===== src/rtl/sc_pkg.sv =====
package sc_pkg;

    localparam int INSN_W = 32;
    localparam int FLD_W  = 4;
    localparam int IMM_W  = 16;

    typedef enum logic [3:0] {
        OPC_ALUR = 4'h0,
        OPC_ALUI = 4'h1,
        OPC_LDW  = 4'h2,
        OPC_STW  = 4'h3,
        OPC_BCC  = 4'h4,
        OPC_JLNK = 4'h5
    } opc_e;

    typedef enum logic [4:0] {
        FN_ADD = 5'h00,
        FN_SUB = 5'h01,
        FN_AND = 5'h02,
        FN_OR  = 5'h03,
        FN_XOR = 5'h04,
        FN_SLL = 5'h05,
        FN_SRL = 5'h06,
        FN_SRA = 5'h07,
        FN_EQ  = 5'h08,
        FN_NE  = 5'h09,
        FN_LT  = 5'h0A,
        FN_LE  = 5'h0B,
        FN_LTU = 5'h0C
    } alu_fn_e;

    typedef enum logic [1:0] {
        WB_ALU  = 2'd0,
        WB_MEM  = 2'd1,
        WB_LINK = 2'd2
    } wb_sel_e;

    typedef struct packed {
        logic       wr_reg;
        logic       wr_mem;
        logic       is_branch;
        logic       is_jump;
        logic       use_imm;
        logic       rb_from_d;
        wb_sel_e    wb_sel;
        logic [4:0] alu_fn;
    } ctrl_t;

endpackage


===== src/rtl/sc_decoder.sv =====
module sc_decoder
    import sc_pkg::*;
(
    input  logic [3:0] major_i,
    input  logic [3:0] minor_i,
    output ctrl_t      ctrl_o
);

    always_comb begin
        ctrl_o        = '0;
        ctrl_o.wb_sel = WB_ALU;
        ctrl_o.alu_fn = {1'b0, minor_i};
        case (major_i)
            OPC_ALUR: begin
                ctrl_o.wr_reg = 1'b1;
            end
            OPC_ALUI: begin
                ctrl_o.wr_reg  = 1'b1;
                ctrl_o.use_imm = 1'b1;
            end
            OPC_LDW: begin
                ctrl_o.wr_reg  = 1'b1;
                ctrl_o.use_imm = 1'b1;
                ctrl_o.wb_sel  = WB_MEM;
                ctrl_o.alu_fn  = FN_ADD;
            end
            OPC_STW: begin
                ctrl_o.wr_mem    = 1'b1;
                ctrl_o.use_imm   = 1'b1;
                ctrl_o.rb_from_d = 1'b1;
                ctrl_o.alu_fn    = FN_ADD;
            end
            OPC_BCC: begin
                ctrl_o.is_branch = 1'b1;
                ctrl_o.rb_from_d = 1'b1;
            end
            OPC_JLNK: begin
                ctrl_o.is_jump = 1'b1;
                ctrl_o.wr_reg  = 1'b1;
                ctrl_o.wb_sel  = WB_LINK;
            end
            default: ;
        endcase
    end

endmodule


===== src/rtl/sc_alu.sv =====
module sc_alu
    import sc_pkg::*;
#(
    parameter int W = 32
) (
    input  logic [4:0]   fn_i,
    input  logic [W-1:0] a_i,
    input  logic [W-1:0] b_i,
    output logic [W-1:0] y_o
);

    localparam int SH_W = $clog2(W);

    logic [SH_W-1:0] sh;
    logic            flag;
    logic            is_cmp;

    assign sh = b_i[SH_W-1:0];

    always_comb begin
        flag   = 1'b0;
        is_cmp = 1'b1;
        y_o    = '0;
        case (fn_i)
            FN_ADD: begin y_o = a_i + b_i;                    is_cmp = 1'b0; end
            FN_SUB: begin y_o = a_i - b_i;                    is_cmp = 1'b0; end
            FN_AND: begin y_o = a_i & b_i;                    is_cmp = 1'b0; end
            FN_OR:  begin y_o = a_i | b_i;                    is_cmp = 1'b0; end
            FN_XOR: begin y_o = a_i ^ b_i;                    is_cmp = 1'b0; end
            FN_SLL: begin y_o = a_i << sh;                    is_cmp = 1'b0; end
            FN_SRL: begin y_o = a_i >> sh;                    is_cmp = 1'b0; end
            FN_SRA: begin y_o = W'($signed(a_i) >>> sh);      is_cmp = 1'b0; end
            FN_EQ:  flag = (a_i == b_i);
            FN_NE:  flag = (a_i != b_i);
            FN_LT:  flag = ($signed(a_i) <  $signed(b_i));
            FN_LE:  flag = ($signed(a_i) <= $signed(b_i));
            FN_LTU: flag = (a_i < b_i);
            default: flag = 1'b0;
        endcase
        if (is_cmp) begin
            y_o = {{(W-1){1'b0}}, flag};
        end
    end

endmodule


===== src/rtl/sc_regfile.sv =====
module sc_regfile #(
    parameter int W    = 32,
    parameter int NREG = 16,
    localparam int AW  = $clog2(NREG)
) (
    input  logic          clk,
    input  logic          rst,
    input  logic [AW-1:0] ra_addr_i,
    input  logic [AW-1:0] rb_addr_i,
    input  logic [AW-1:0] wr_addr_i,
    input  logic [W-1:0]  wr_data_i,
    input  logic          wr_en_i,
    output logic [W-1:0]  ra_data_o,
    output logic [W-1:0]  rb_data_o
);

    logic [W-1:0] regs_q [NREG];
    logic [W-1:0] regs_d [NREG];

    always_comb begin
        regs_d = regs_q;
        if (wr_en_i) begin
            regs_d[wr_addr_i] = wr_data_i;
        end
    end

    always_ff @(posedge clk) begin
        if (rst) begin
            for (int i = 0; i < NREG; i++) begin
                regs_q[i] <= '0;
            end
        end else begin
            regs_q <= regs_d;
        end
    end

    assign ra_data_o = regs_q[ra_addr_i];
    assign rb_data_o = regs_q[rb_addr_i];

endmodule


===== src/rtl/sc_core.sv =====
module sc_core
    import sc_pkg::*;
#(
    parameter int DATA_W = 32
) (
    input  logic              clk,
    input  logic              rst,
    output logic [DATA_W-1:0] imem_addr,
    input  logic [INSN_W-1:0] imem_rdata,
    output logic [DATA_W-1:0] dmem_addr,
    output logic [DATA_W-1:0] dmem_wdata,
    output logic              dmem_we,
    input  logic [DATA_W-1:0] dmem_rdata
);

    localparam int NREG = 1 << FLD_W;
    localparam int EXT_W = DATA_W - IMM_W;

    typedef struct packed {
        logic [DATA_W-1:0] pc;
    } core_state_t;

    core_state_t st_d, st_q;

    logic [3:0]       major, minor;
    logic [FLD_W-1:0] fld_d, fld_s, fld_t, rb_addr;
    logic [IMM_W-1:0] imm;
    ctrl_t            ctrl;

    logic [DATA_W-1:0] imm_sext, ra_val, rb_val, alu_b, alu_y;
    logic [DATA_W-1:0] pc_plus4, br_target, jl_target, wb_val;

    assign major = imem_rdata[31:28];
    assign minor = imem_rdata[27:24];
    assign fld_d = imem_rdata[23:20];
    assign fld_s = imem_rdata[19:16];
    assign fld_t = imem_rdata[15:12];
    assign imm   = imem_rdata[15:0];

    assign imm_sext = {{EXT_W{imm[IMM_W-1]}}, imm};

    sc_decoder u_dec (
        .major_i (major),
        .minor_i (minor),
        .ctrl_o  (ctrl)
    );

    assign rb_addr = ctrl.rb_from_d ? fld_d : fld_t;

    sc_regfile #(
        .W    (DATA_W),
        .NREG (NREG)
    ) u_rf (
        .clk       (clk),
        .rst       (rst),
        .ra_addr_i (fld_s),
        .rb_addr_i (rb_addr),
        .wr_addr_i (fld_d),
        .wr_data_i (wb_val),
        .wr_en_i   (ctrl.wr_reg),
        .ra_data_o (ra_val),
        .rb_data_o (rb_val)
    );

    assign alu_b = ctrl.use_imm ? imm_sext : rb_val;

    sc_alu #(
        .W (DATA_W)
    ) u_alu (
        .fn_i (ctrl.alu_fn),
        .a_i  (ra_val),
        .b_i  (alu_b),
        .y_o  (alu_y)
    );

    assign pc_plus4  = st_q.pc + DATA_W'(4);
    assign br_target = pc_plus4 + (imm_sext << 2);
    assign jl_target = ra_val + (imm_sext << 2);

    always_comb begin
        case (ctrl.wb_sel)
            WB_MEM:  wb_val = dmem_rdata;
            WB_LINK: wb_val = pc_plus4;
            default: wb_val = alu_y;
        endcase
    end

    always_comb begin
        st_d    = st_q;
        st_d.pc = pc_plus4;
        if (ctrl.is_branch && alu_y[0]) begin
            st_d.pc = br_target;
        end
        if (ctrl.is_jump) begin
            st_d.pc = jl_target;
        end
    end

    always_ff @(posedge clk) begin
        if (rst) begin
            st_q.pc <= '0;
        end else begin
            st_q <= st_d;
        end
    end

    assign imem_addr  = st_q.pc;
    assign dmem_addr  = alu_y;
    assign dmem_wdata = rb_val;
    assign dmem_we    = ctrl.wr_mem;

endmodule


===== config.mk =====
export PLATFORM = sky130hd
export DESIGN_NAME = sc_core
export DESIGN_NICKNAME = d
export VERILOG_FILES = /design/src/rtl/sc_pkg.sv /design/src/rtl/sc_decoder.sv /design/src/rtl/sc_alu.sv /design/src/rtl/sc_regfile.sv /design/src/rtl/sc_core.sv
export SDC_FILE = /design/constraint.sdc
export NUM_CORES = 2
export LEC_CHECK = 0
export BUFFER_PORTS_ARGS = -buffer_cell sky130_fd_sc_hd__buf_4
export CORE_AREA = 2 2 351 353
export CTS_BUF_LIST = sky130_fd_sc_hd__clkbuf_16
export CTS_CLUSTER_SIZE = 30
export DETAILED_ROUTE_END_ITERATION = 8
export DIE_AREA = 0 0 353 355
export GPL_ROUTABILITY_DRIVEN = 1
export PLACE_DENSITY = 0.49
export SLEW_MARGIN = 20
export SYNTH_ARGS = -nofsm -noshare
export SYNTH_HDL_FRONTEND = slang
export SYNTH_SLANG_ARGS = --single-unit

===== constraint.sdc =====
create_clock -name clk -period 10.2 [get_ports clk]
set_input_delay 2.04 -clock clk [delete_from_list [all_inputs] [get_ports clk]]
set_output_delay 2.04 -clock clk [all_outputs]
set_load 0.02 [all_outputs]

==> results.md <==
* Total count of hold-check failures in the final report at 0
* Adder-Cell Fraction of Synth Area at 4.91%
* Drt pass-1 iters at 7
* Clock tree from TritonCTS: yes
* Kind of launch point of the worst setup path: input pin
* Most frequent standard cell in the layout excluding fill and tap cells: nand2_1
* Antenna violations before repair at 7
* Nature of the critical path endpoint: output port
* Pins Over Slew Limit at 0
* Number of nets in the finished design at 6121
* DRC at 0
* RSZ-0062 raised after global routing: true
* Post-synthesis mux area share at 10.1%
* WL per Instance at 30.1 um
* Post-synthesis cell area at 42200 um2
* Overall Power at 6.93 mW
* Final estimated routing congestion in global placement at 1.05
* Final critical delay including setup and external delays at 10.04 ns
* CP required at 8.16 ns
* Die area at 125000 um2
* Number of instances in the synthesized netlist at 5657
* HPWL reported at the end of detailed placement at 159000 um
* Number of top-level pins at 163
* Start-to-end type of the worst setup path: input pin to output port
* Launching point of the worst reg2reg path: u_rf.regs_q[256]
* Unique cell type count in the Yosys netlist at 104
* Maximum number of pins on one net before global-route repair at 98
* Via density per instance at 6.34
* Total power divided by cell area at 139 nW/um2
* Xor and xnor fraction of the mapped netlist area at 1.74%
* Routed WL at 228000 um
* Clock latency at the later pin of the worst-skew pair at 0.66 ns
* Reg2Reg Setup Slack at 4.12 ns
* Hold path startpoint: u_rf.regs_q[316]
* CP Max Fanout at 20
* Dpl cells at 7425
* Post-synthesis net count at 5886
* Starting Density at 34.7%
* Post-synthesis share of cell area spent on and, or, nand and nor gates at 25.1%
* Placed Area at 47300 um2
* First-pass GRT wire length at 322000 um
* Depth of the CTS H-tree at 3
* Worst Path Arrival at 8.00 ns
* Count of antenna-violating nets left after detailed routing at 0
* Number of hold buffers added after CTS at 0
* Final clock period utilization by the worst path at 98.5%
* Post-synth ARST share at 0%
* Clock tree skew after final layout at 0.0233 ns
* Final instance area at 49900 um2
* Iter 0 DRT Violations at 7044
* Share of the yosys chip area belonging to registers at 25.8%
* # clock sinks at 544
* Syn Area/Cell at 7.46 um2
* Buffers added on ports at 162
* Fmax achieved at 0.0996 GHz
* Main flop type after synthesis: dfxtp_1
* Die width at 353 um
* Ratio of cells with drive above 1 in the final layout at 18.4%
* Post-synthesis sequential element count at 544
* Clock-pin slew of the registers on the worst-case setup and hold paths at 0.05 ns
* Grt ovf at 0
* Count of maximum capacitance violations at 0
* Combinational family with the most area after synthesis: compound AO/OA/AOI/OAI gates
* Clock root buffer: clkbuf_16
* Synthesized-area fraction occupied by ao, oa, aoi and oai cells at 25.5%
* Total Routing Usage GR at 34.7%
* Number of enable-type register cells in the synthesized netlist at 0
* Core Region at 121000 um2
* Count of endpoints failing setup in the final report at 0
* Worst-margin pin slew at 1.24 ns
* Finished Layout Cells at 7577
* Worst voltage drop across the vdd grid at 0.000125 V
* Leakage power at 19.2 nW
* Result of the run: completed
* Vias in the first global route at 44300
* Total CTS buffers at 69
* Warnings, synthesis at 0
* Rows at 128
* Worst hold path class: register to register
* Total via count in the routed design at 48100
* Worst Setup SP: imem_rdata[28]
* Max Root-Sink Buffers at 3
* Syn-to-layout area delta at 18.4%
* Relative slew slack at 17.6%
* Height of the die at 355 um
* Most frequent cells in the layout: nand2_1 (971), nand3_1 (710), buf_4 (630), dfxtp_1 (544), a21oi_1 (420)
-- critical path, stage by stage --
cell and delay (ns):
buf_4 0.15, or4b_1 0.53, buf_4 0.19, buf_4 0.19
o221ai_4 0.40, buf_12 0.25, buf_4 0.25, nand3_1 0.09
nand3_1 0.09, o21ai_0 0.08, a21oi_1 0.51, o21ai_0 0.22
ha_1 0.53, nand4_1 0.23, nor3_1 0.31, buf_4 0.18
a31oi_1 0.09, buf_4 0.16, o21a_1 0.19, o21ai_2 0.11
a21o_1 0.17, a41o_1 0.23, mux2_2 0.16, nand2_1 0.16
nand2b_1 0.14, buf_4 0.16, buf_4 0.15
-- sequential cells by signal, summed over array words and instances (netlist names) --
register / count
imem_addr: 32
u_rf.regs_q: 512
-- path summary, 6_finish.rpt --
| path | depth (start not counted) | end |
|---|---|---|
| min | 2 | u_rf.regs_q[316] |
| max reg2reg | 29 | imem_addr[25] |
| max | 27 | dmem_addr[30] |
| min reg2reg | 2 | u_rf.regs_q[316] |
-- timing repair --
action | in CTS | in global routing
gates cloned | 1 | 3
pin swaps | 4 | 23
setup endpoints to repair | 10 | 20
gates resized for setup | 8 | 68
buffers inserted | 3 | 14
-- where the power goes --
part | internal, mW | switching [mW] | total [mW] | leakage, nW
clock | 1.36 | 1.04 | 2.40 | 1.10
combinational | 0.746 | 1.61 | 2.36 | 13.7
sequential | 2.15 | 0.0241 | 2.17 | 4.39
total | 4.25 | 2.67 | 6.93 | 19.2
-- cell usage after synthesis (10+ instances only) --
library cell  number  area (um2)
nor2b_1           25         156
a221oi_1          38         333
o221ai_1          13         114
buf_1             35         131
o21ai_0          380        1900
nor4_1            36         225
xnor2_1           55         482
nor4b_1           22         193
o21a_1            48         360
dfxtp_1          544       10900
inv_1            169         634
a211o_1           13         114
buf_4             22         165
a31o_2            20         175
and2_1            28         175
o22ai_1           46         288
or3_1             11        68.8
nor2_1           250         938
a221o_1           20         200
mux2i_1           57         571
clkbuf_1         351        1320
a211oi_1          33         248
o32ai_1           28         245
o31ai_1          108         811
nand2b_1          20         125
mux4_2           161        3630
and3_1            86         538
ha_1             159        1990
nand4_1           22         138
a2111oi_0         20         175
nor3_1            79         395
a22oi_1           22         165
or2_2             11        68.8
nand2_1          983        3690
o21bai_1          28         210
a21oi_1          432        2160
xor2_1            29         254
a21o_1            72         541
o211ai_1         108         811
a31oi_1           49         307
buf_2             59         295
nor2_2            10        62.6
o21ai_1           42         210
buf_6             30         338
nand3_1          714        3570
-- metrics by stage --
stage	hold slack (ns)	TNS, ns	setup slack [ns]	util, %
floorplan	0.442	0	0.389	-
CTS	0.467	0	0.000658	40.8
detailed placement	0.459	-0.583	-0.265	39.0
global placement	0.454	-0.512	-0.223	38.9
finish	0.467	0	0.156	41.1
global route	0.486	-0.183	-0.0884	41.1
-- routing by layer --
metal | global-route usage (%) | up-vias | part of all wire, %
li1 | - | 21200 | -
met1 | 45.8 | 23400 | 41
met2 | 53.4 | 2811 | 43
met3 | 5.86 | 617 | 9.2
met5 | 0 | - | 0.015
met4 | 20.5 | 6 | 6.8
-- cell families after synthesis --
group           Yosys count
compound gates         1650
buf+inv                 671
xor+xnor                 84
mux                     224
fa+ha+maj               163
flops                   544
simple gates           2321
-- final cells by class --
type	instances	area (um2)
diodes	10	25.0
clock buffers	71	1780
clock inverters	50	339
fillers	12700	71500
inverters	173	662
multi-input cells	4442	28800
flip-flops and latches	544	10900
well taps	1625	2030
repair buffers	662	5380
No activity file was read; power rests on OpenSTA's default activity.
